--- config.mk ---
export PLATFORM = sky130hd
export DESIGN_NAME = swallow_divider
export DESIGN_NICKNAME = d
export VERILOG_FILES = /design/src/rtl/swd_pkg.sv /design/src/rtl/swd_prescaler.sv /design/src/rtl/swd_swallow.sv /design/src/rtl/swd_main_counter.sv /design/src/rtl/swd_ratio_reg.sv /design/src/rtl/swallow_divider.sv
export SDC_FILE = /design/constraint.sdc
export NUM_CORES = 1
export LEC_CHECK = 0
export ABC_AREA = 1
export BUFFER_PORTS_ARGS = -buffer_cell sky130_fd_sc_hd__buf_2
export CORE_ASPECT_RATIO = 1.2
export CORE_MARGIN = 4
export CORE_UTILIZATION = 45
export DETAILED_ROUTE_END_ITERATION = 10
export PLACE_DENSITY = 0.67
export SYNTH_ARGS = -nofsm -noshare
export SYNTH_HDL_FRONTEND = slang
export SYNTH_HIERARCHICAL = 1
export SYNTH_SLANG_ARGS = --single-unit
--- constraint.sdc ---
create_clock -name clk_in -period 3.1 [get_ports clk_in]
set_input_delay 0.62 -clock clk_in [delete_from_list [all_inputs] [get_ports clk_in]]
set_output_delay 0.62 -clock clk_in [all_outputs]
set_load 0.01 [all_outputs]
--- src/rtl/swd_pkg.sv ---
package swd_pkg;

    // Prescaler modulus selection
    typedef enum logic [0:0] {
        PSC_BASE      = 1'b0,   // divide by 2**A_W
        PSC_BASE_PLUS = 1'b1    // divide by 2**A_W + 1
    } psc_mode_e;

    localparam int SWD_MIN_RATIO_DEF = 64;

endpackage

--- src/rtl/swd_prescaler.sv ---
module swd_prescaler
    import swd_pkg::*;
#(
    parameter int A_W = 3
) (
    input  logic      clk,
    input  logic      rst_n,
    input  psc_mode_e mode,
    output logic      term
);
    localparam int BASE = 1 << A_W;
    localparam int CW   = $clog2(BASE + 1);
    localparam logic [CW-1:0] LAST_BASE = CW'(BASE - 1);
    localparam logic [CW-1:0] LAST_PLUS = CW'(BASE);

    typedef struct packed {
        logic [CW-1:0] cnt;
    } psc_st_t;

    psc_st_t st_d, st_q;
    logic [CW-1:0] last;

    always_comb begin
        st_d = st_q;
        last = (mode == PSC_BASE_PLUS) ? LAST_PLUS : LAST_BASE;
        term = (st_q.cnt == last);
        if (term) begin
            st_d.cnt = '0;
        end else begin
            st_d.cnt = st_q.cnt + 1'b1;
        end
    end

    always_ff @(posedge clk or negedge rst_n) begin
        if (!rst_n) begin
            st_q <= '0;
        end else begin
            st_q <= st_d;
        end
    end
endmodule

--- src/rtl/swd_swallow.sv ---
module swd_swallow
    import swd_pkg::*;
#(
    parameter int          A_W    = 3,
    parameter logic [A_W-1:0] INIT_A = '0
) (
    input  logic           clk,
    input  logic           rst_n,
    input  logic           psc_term,
    input  logic           boundary,
    input  logic [A_W-1:0] reload_a,
    output psc_mode_e      mode
);
    typedef struct packed {
        logic [A_W-1:0] left;
    } swl_st_t;

    swl_st_t st_d, st_q;

    always_comb begin
        st_d = st_q;
        mode = (st_q.left != '0) ? PSC_BASE_PLUS : PSC_BASE;
        if (boundary) begin
            st_d.left = reload_a;
        end else if (psc_term && (st_q.left != '0)) begin
            st_d.left = st_q.left - 1'b1;
        end
    end

    always_ff @(posedge clk or negedge rst_n) begin
        if (!rst_n) begin
            st_q.left <= INIT_A;
        end else begin
            st_q <= st_d;
        end
    end
endmodule

--- src/rtl/swd_main_counter.sv ---
module swd_main_counter #(
    parameter int             M_W    = 12,
    parameter logic [M_W-1:0] INIT_M = M_W'(12)
) (
    input  logic           clk,
    input  logic           rst_n,
    input  logic           psc_term,
    input  logic [M_W-1:0] reload_m,
    output logic           boundary
);
    localparam logic [M_W-1:0] ONE = M_W'(1);

    typedef struct packed {
        logic [M_W-1:0] left;
    } mc_st_t;

    mc_st_t st_d, st_q;

    always_comb begin
        st_d     = st_q;
        boundary = psc_term && (st_q.left == ONE);
        if (boundary) begin
            st_d.left = reload_m;
        end else if (psc_term) begin
            st_d.left = st_q.left - 1'b1;
        end
    end

    always_ff @(posedge clk or negedge rst_n) begin
        if (!rst_n) begin
            st_q.left <= INIT_M;
        end else begin
            st_q <= st_d;
        end
    end
endmodule

--- src/rtl/swd_ratio_reg.sv ---
module swd_ratio_reg #(
    parameter int M_W           = 12,
    parameter int A_W           = 3,
    parameter int MIN_RATIO     = 64,
    parameter int DEFAULT_RATIO = 100,
    localparam int RATIO_W      = M_W + A_W
) (
    input  logic               clk,
    input  logic               rst_n,
    input  logic               load,
    input  logic [RATIO_W-1:0] ratio_in,
    input  logic               boundary,
    output logic [RATIO_W-1:0] next_ratio,
    output logic [RATIO_W-1:0] act_ratio,
    output logic [RATIO_W-1:0] pend_ratio
);
    typedef struct packed {
        logic [RATIO_W-1:0] act;
        logic [RATIO_W-1:0] pend;
        logic               pend_vld;
    } rr_st_t;

    rr_st_t st_d, st_q;
    logic   req_ok;
    logic   take_now;

    always_comb begin
        st_d = st_q;
        // A realisable ratio needs enough main cycles to hold every swallow cycle
        req_ok = (ratio_in >= RATIO_W'(MIN_RATIO)) &&
                 (ratio_in[RATIO_W-1:A_W] >= M_W'(ratio_in[A_W-1:0]));
        take_now = load && req_ok;

        if (take_now) begin
            next_ratio = ratio_in;
        end else if (st_q.pend_vld) begin
            next_ratio = st_q.pend;
        end else begin
            next_ratio = st_q.act;
        end

        if (boundary) begin
            st_d.act      = next_ratio;
            st_d.pend_vld = 1'b0;
        end else if (take_now) begin
            st_d.pend     = ratio_in;
            st_d.pend_vld = 1'b1;
        end
    end

    assign act_ratio  = st_q.act;
    assign pend_ratio = st_q.pend;

    always_ff @(posedge clk or negedge rst_n) begin
        if (!rst_n) begin
            st_q.act      <= RATIO_W'(DEFAULT_RATIO);
            st_q.pend     <= RATIO_W'(DEFAULT_RATIO);
            st_q.pend_vld <= 1'b0;
        end else begin
            st_q <= st_d;
        end
    end
endmodule

--- src/rtl/swallow_divider.sv ---
module swallow_divider
    import swd_pkg::*;
#(
    parameter int M_W           = 12,
    parameter int A_W           = 3,
    parameter int MIN_RATIO     = SWD_MIN_RATIO_DEF,
    parameter int DEFAULT_RATIO = 100,
    localparam int RATIO_W      = M_W + A_W
) (
    input  logic               clk_in,
    input  logic               rst_n,
    input  logic [RATIO_W-1:0] ratio_in,
    input  logic               ratio_load,
    output logic               fb_pulse,
    output logic               fpd_half,
    output logic               mod_sel
);
    localparam logic [RATIO_W-1:0] DEF_R  = RATIO_W'(DEFAULT_RATIO);
    localparam logic [M_W-1:0]     INIT_M = DEF_R[RATIO_W-1:A_W];
    localparam logic [A_W-1:0]     INIT_A = DEF_R[A_W-1:0];

    typedef struct packed {
        logic pulse;
        logic half;
    } out_st_t;

    out_st_t            st_d, st_q;
    psc_mode_e          psc_mode;
    logic               psc_term;
    logic               boundary;
    logic [RATIO_W-1:0] next_ratio;
    logic [RATIO_W-1:0] act_ratio;
    logic [RATIO_W-1:0] pend_ratio;

    swd_prescaler #(.A_W(A_W)) u_psc (
        .clk   (clk_in),
        .rst_n (rst_n),
        .mode  (psc_mode),
        .term  (psc_term)
    );

    swd_swallow #(.A_W(A_W), .INIT_A(INIT_A)) u_swl (
        .clk      (clk_in),
        .rst_n    (rst_n),
        .psc_term (psc_term),
        .boundary (boundary),
        .reload_a (next_ratio[A_W-1:0]),
        .mode     (psc_mode)
    );

    swd_main_counter #(.M_W(M_W), .INIT_M(INIT_M)) u_main (
        .clk      (clk_in),
        .rst_n    (rst_n),
        .psc_term (psc_term),
        .reload_m (next_ratio[RATIO_W-1:A_W]),
        .boundary (boundary)
    );

    swd_ratio_reg #(
        .M_W           (M_W),
        .A_W           (A_W),
        .MIN_RATIO     (MIN_RATIO),
        .DEFAULT_RATIO (DEFAULT_RATIO)
    ) u_ratio (
        .clk        (clk_in),
        .rst_n      (rst_n),
        .load       (ratio_load),
        .ratio_in   (ratio_in),
        .boundary   (boundary),
        .next_ratio (next_ratio),
        .act_ratio  (act_ratio),
        .pend_ratio (pend_ratio)
    );

    always_comb begin
        st_d       = st_q;
        st_d.pulse = boundary;
        st_d.half  = st_q.half ^ boundary;
    end

    always_ff @(posedge clk_in or negedge rst_n) begin
        if (!rst_n) begin
            st_q <= '0;
        end else begin
            st_q <= st_d;
        end
    end

    assign fb_pulse = st_q.pulse;
    assign fpd_half = st_q.half;
    assign mod_sel  = (psc_mode == PSC_BASE_PLUS);
endmodule

==> summary.txt, run 1 <==
Die
  • Die ar.: 8840 sq um
  • Boundary Pins: 21
  • Initial Utilization: 46.0%
  • Core area: 7230 sq um
  • Num rows: 34
  • Die Y: 102 um
  • Die Width: 86.5 um

Clock tree
  • Clk sinks: 52
  • CTS tree: done
  • CTS H-tree lvls: 2
  • Clock slew at reported path FFs: 0.10 ns
  • Cts bufs inserted: 5
  • Largest buffer count on any clock path: 2
  • Cells resized by post-CTS repair: 0
  • Setup bufs post-CTS: 0
  • Worst-Skew Late Latency: 0.30 ns
  • Root Buffer: clkbuf_8
  • CTS Hold Bufs: 0

Place
  • GPL Wtd Cong: 0.839
  • Area after DPL: 3450 sq um
  • Hpwl dp: 4780 um
  • Placement Setup Slack: 0.521 ns
  • # port buffers: 20

Timing
  • Setup violators final: 0
  • Final period util: 83.5%
  • Slew margin rel.: 42.7%
  • Fin. max-slew vios: 0
  • Slew @ Worst Pin: 0.860 ns
  • Final Hold Fails: 0
  • Final Skew: 0.0177 ns
  • Tmin final: 2.59 ns
  • RSZ-0062 raised after global routing: false
  • F_max: 0.386 GHz
  • Setup TNS: 0 ns
  • Worst setup margin: 0.511 ns

Cells and area
  • Layout cells sized above 1: 14.3%
  • Post-layout util: 48.9%
  • N_diodes: 0
  • Final nets: 510
  • Filler Cell Count: 740
  • Layout area overhead: 6.28%
  • Commonest non-fill, non-tap cells in the layout: nand2_1, inv_1, nand3_1
  • Commonest non-fill, non-tap cell in the layout: nand2_1
  • Final instance area: 3530 sq um

Power
  • Psw: 0.305 mW
  • Clk pwr share: 31.6%
  • Sw frac: 25.2%
  • Tot Pwr: 1.21 mW
  • Maximum VDD drop: 0.000232 V
  • Leak pwr: 1.95 nW
  • PwrDens: 342 nW/um^2
  • Combinational Power Share: 9.9%
  • Register share of total power: 58.4%
  • P_int: 0.905 mW

Critical path
  • Crit path max fanout: 31
  • Type of origin of the critical path: flop
  • Worst R2R Path Depth: 14
  • Critical Path End Type: flop
  • Worst EP required: 3.27 ns
  • Critical path arrival: 2.76 ns
  • CP max stage delay: 0.38 ns
  • Worst setup path class: reg2reg
  • CP cell instances: inv_1 -> ha_1 -> nand2_4 -> inv_1 -> nor2_1 -> nand3_1 -> nand2_4 -> inv_2 -> nor3_1 -> nand2_1 -> inv_1 -> clkinv_1 -> nand3_2 -> o21ai_0
  • CP max-delay cell: nand3_2
  • Cell mode on critical path: inv_1

GRT
  • Total grt overflow: 0
  • Initial antenna violation count: 0
  • Number of global-route vias before repair: 2678
  • First-pass GRT wire length: 12000 um
  • Largest net degree at the start of global routing: 36
  • Total track usage: 16.6%

Drt
  • DR vias: 2749
  • Post-detailed-route count of antenna-violating nets: 0
  • Routed wire per std cell: 11.5 um
  • Drt initial violations: 132
  • DRC Markers: 0
  • Avg Vias per Cell: 4.76
  • Drt first pass iters: 4
  • Total routed wirelength: 6660 um

Synth
  • Synthesized instance count: 473
  • Post-Syn Area: 3330 sq um
  • Syn_nets: 496
  • Yosys Warn Count: 6
  • Syn_area_per_cell: 7.03 sq um

Status
  • Run status: finished, final reports clean

Job
  • Max cap viols: 0

Worst hold path
  • Hold Crit Class: in2async
[cell type report]
type | count | area, sq um | share of cell area [%]
sequential | 52 | 1310 | 37.1
clock buffer | 6 | 72.6 | 2.05
multi-input combinational | 322 | 1590 | 45.0
inverter | 83 | 312 | 8.81
clock inverter | 2 | 13.8 | 0.389
tap | 90 | 113 | 3.19
timing repair buffer | 23 | 123 | 3.47
[critical path: cells and delay by family (launching register included)]
family | cells | cell delay [ns]
buf+inv | 5 | 0.45
simple gates | 7 | 1.25
flops | 1 | 0.36
compound gates | 1 | 0.15
fa+ha+maj | 1 | 0.24
[flip-flops by register name, summed over array words and instances, names as in the netlist]
signal	count
u_ratio/act_ratio	15
u_ratio/pend_ratio	15
u_main/st_q	12
u_psc/st_q	4
u_swl/st_q	3
fb_pulse	1
fpd_half	1
u_ratio/st_q	1
[routing by layer]
metal  up-vias  GRT usage, %  wire length (um)
met5         -             0                 0
met4         0          3.36                32
met3         4          2.58               171
met2        27          28.7              3250
met1      1237          22.2              3210
li1       1481             -                 -
[final timing paths]
check	slack, ns	startpoint	end
max in group asynchronous	2.00	rst_n	u_ratio/act_ratio[5]
setup reg to reg	0.51	u_swl/st_q[0]	u_ratio/pend_ratio[7]
setup / recovery	0.51	u_swl/st_q[0]	u_ratio/pend_ratio[7]
hold reg to reg	0.47	u_ratio/act_ratio[5]	u_ratio/act_ratio[5]
min in group clk_in	0.47	u_ratio/act_ratio[5]	u_ratio/act_ratio[5]
hold / removal	0.24	rst_n	fb_pulse
[power by group through the flow]
stage / Clock [mW] / Combinational [mW] / Sequential [mW]
finish: 0.383 / 0.120 / 0.707
global route: 0.426 / 0.142 / 0.710
CTS: 0.400 / 0.122 / 0.707
detailed placement: 0 / 0.122 / 0.720
global placement: 0 / 0.118 / 0.720
floorplan: 0 / 0.0857 / 0.718
[metrics by stage]
step | cells | hold WS, ns
final | 578 | 0.238
after global routing | 578 | 0.245
after CTS | 578 | 0.242
after floorplan | 473 | 0.324
after detailed placement | 570 | 0.460
after global placement | 570 | 0.458
Note: power is estimated with default switching activity, not from simulation.
==> run 2, diff against run 1 <==
--- a/config.mk
+++ b/config.mk
@@ -11,7 +11,7 @@
 export CORE_MARGIN = 4
 export CORE_UTILIZATION = 45
 export DETAILED_ROUTE_END_ITERATION = 10
-export PLACE_DENSITY = 0.67
+export PLACE_DENSITY = 0.69
 export SYNTH_ARGS = -nofsm -noshare
 export SYNTH_HDL_FRONTEND = slang
 export SYNTH_HIERARCHICAL = 1
==> constraint.sdc (replaced) <==
create_clock -name clk_in -period 2.35 [get_ports clk_in]
set_input_delay 0.47 -clock clk_in [delete_from_list [all_inputs] [get_ports clk_in]]
set_output_delay 0.47 -clock clk_in [all_outputs]
set_load 0.01 [all_outputs]
==> run 2 against run 1 <==
Effect of this change:
- worst hold slack worse by 0.14 ns
- global-route usage grew 0.79 points
- critical path type unchanged
- via count grew 4.8%
- clock skew decreased by 0.010 ns
- total power increased by 35%
- wire length rose by 5.5%
- cell count is 0.87% higher
- utilization rose by 1.1 points
==> summary.txt, run 2 (same netlist as run 1, synthesis figures left out) <==
Cells and area
  • Commonest non-fill, non-tap cells in the layout: nand2_1, inv_1, nand3_1
  • Final instance area: 3610 sq um (+2.3%)
  • Layout area overhead: 8.69%
  • N_diodes: 0 (unchanged)
  • Post-layout util: 50.0% (+1.1 points)
  • Commonest non-fill, non-tap cell in the layout: nand2_1
  • Final nets: 515 (+0.98%)
  • Filler Cell Count: 743 (+0.41%)
  • Layout cells sized above 1: 16.0% (+1.7 points)

Timing
  • Setup violators final: 0 (unchanged)
  • Final period util: 88.4% (+4.9 points)
  • RSZ-0062 raised after global routing: false
  • Final Skew: 0.00755 ns (-0.0101 ns)
  • Setup TNS: 0 ns (unchanged)
  • Worst setup margin: 0.273 ns (-0.238 ns)
  • Fin. max-slew vios: 0 (unchanged)
  • F_max: 0.482 GHz (+25%)
  • Final Hold Fails: 0 (unchanged)
  • Slew @ Worst Pin: 0.476 ns (-0.385 ns)
  • Slew margin rel.: 68.3% (+26 points)
  • Tmin final: 2.08 ns (-0.512 ns)

Clock tree
  • Setup bufs post-CTS: 0 (unchanged)
  • Cts bufs inserted: 5 (unchanged)
  • CTS H-tree lvls: 2 (unchanged)
  • CTS tree: done
  • Worst-Skew Late Latency: 0.31 ns (about the same)
  • CTS Hold Bufs: 0 (unchanged)
  • Largest buffer count on any clock path: 2 (unchanged)
  • Root Buffer: clkbuf_8
  • Clock slew at reported path FFs: 0.10 ns (about the same)
  • Clk sinks: 52 (unchanged)

Place
  • Area after DPL: 3510 sq um (+1.9%)
  • Hpwl dp: 5020 um (+5.1%)
  • GPL Wtd Cong: 0.903 (+7.7%)
  • # port buffers: 20 (unchanged)
  • Placement Setup Slack: 0.216 ns (-0.305 ns)

Worst hold path
  • Hold Crit Class: in2async

Die
  • Die Width: 86.5 um (unchanged)
  • Core area: 7230 sq um (unchanged)
  • Initial Utilization: 46.0% (unchanged)
  • Die Y: 102 um (unchanged)
  • Die ar.: 8840 sq um (unchanged)
  • Boundary Pins: 21 (unchanged)
  • Num rows: 34 (unchanged)

Drt
  • Avg Vias per Cell: 4.94 (+3.9%)
  • Total routed wirelength: 7030 um (+5.5%)
  • Drt initial violations: 162 (+23%)
  • DRC Markers: 0 (unchanged)
  • DR vias: 2880 (+4.8%)
  • Post-detailed-route count of antenna-violating nets: 0 (unchanged)
  • Drt first pass iters: 4 (unchanged)
  • Routed wire per std cell: 12.1 um (+4.6%)

Critical path
  • Crit path max fanout: 13 (-58%)
  • Critical Path End Type: flop
  • CP cell instances: inv_1 -> ha_1 -> nand2_4 -> inv_1 -> nor2_1 -> nand3_1 -> nand2_4 -> inv_2 -> nor3_2 -> nand2_1 -> inv_2 -> clkinv_2 -> nand3_2 -> buf_4 -> nand2_1 -> o21ai_0
  • CP Depth: 16 (+2)
  • Worst R2R Path Depth: 16 (+2)
  • Type of origin of the critical path: flop
  • Critical path arrival: 2.32 ns (-0.44 ns)
  • CP max-delay cell: dfrtp_1
  • Critical path buffers and inverters: 6 (+1)
  • Worst setup path class: reg2reg
  • CP max stage delay: 0.36 ns (-0.02 ns)
  • CP delay by family, top: simple AND/OR/NAND/NOR gates
  • Worst EP required: 2.59 ns (-0.68 ns)

Power
  • PwrDens: 454 nW/um^2 (+32%)
  • Leak pwr: 1.98 nW (+1.5%)
  • Maximum VDD drop: 0.000330 V (+42%)

GRT
  • Largest net degree at the start of global routing: 34 (-5.6%)
  • Total grt overflow: 0 (unchanged)
  • First-pass GRT wire length: 12400 um (+3.9%)
  • Total track usage: 17.4% (+0.79 points)
  • Initial antenna violation count: 0 (unchanged)
  • Number of global-route vias before repair: 2858 (+6.7%)

Job
  • Max cap viols: 0 (unchanged)

Status
  • Run status: finished, final reports clean
[run 2: timing repair]
action / 4_1_cts / 5_1_grt
gates resized for setup: 0 / 2
setup endpoints to repair: 0 / 18
hold endpoints to repair: 0 / 0
[run 2: metrics by stage]
stage,instances,hold WS [ns],total power [mW]
floorplan,473,0.174,1.06
global placement,575,0.456,1.11
detailed placement,575,0.454,1.12
CTS,583,0.0987,1.67
global route,583,0.116,1.73
finish,583,0.0991,1.64
[run 2: cell type report]
| cell class | instances | area [sq um] | area share [%] |
|---|---|---|---|
| clock inverters | 3 | 25.0 | 0.692 |
| repair buffers | 28 | 189 | 5.23 |
| flip-flops and latches | 52 | 1310 | 36.3 |
| well taps | 90 | 113 | 3.12 |
| inverters | 83 | 313 | 8.65 |
| multi-input cells | 322 | 1590 | 44.1 |
| clock buffers | 5 | 68.8 | 1.90 |
[run 2: layer usage]
metal,wire length (um),GRT usage [%]
met3,306,3.15
met4,115,6.95
met2,3500,30.4
met1,3100,21.2
met5,0,0
[run 2: final timing paths]
kind	startpoint	to	slack [ns]
setup / recovery	u_swl/st_q[0]	u_ratio/pend_ratio[2]	0.27
hold / removal	rst_n	u_psc/st_q[2]	0.1
setup reg to reg	u_swl/st_q[0]	u_ratio/pend_ratio[2]	0.27
hold reg to reg	u_ratio/act_ratio[5]	u_ratio/act_ratio[5]	0.48
max in group asynchronous	rst_n	u_ratio/act_ratio[5]	1.63
min in group clk_in	ratio_in[5]	u_ratio/pend_ratio[5]	0.40
[run 2: worst reg2reg max path, stage by stage (launching register included)]
cell	delay, ns
dfrtp_1	0.36
inv_1	0.07
ha_1	0.23
nand2_4	0.10
inv_1	0.04
nor2_1	0.07
nand3_1	0.11
nand2_4	0.08
inv_2	0.05
nor3_2	0.19
nand2_1	0.11
inv_2	0.10
clkinv_2	0.07
nand3_2	0.09
buf_4	0.19
nand2_1	0.07
o21ai_0	0.08
[run 2: power breakdown]
part | switching [mW] | leakage [nW] | internal, mW
sequential | 0.0122 | 0.549 | 0.921
clock | 0.323 | 0.0452 | 0.218
combinational | 0.100 | 1.38 | 0.0653
total | 0.435 | 1.98 | 1.20
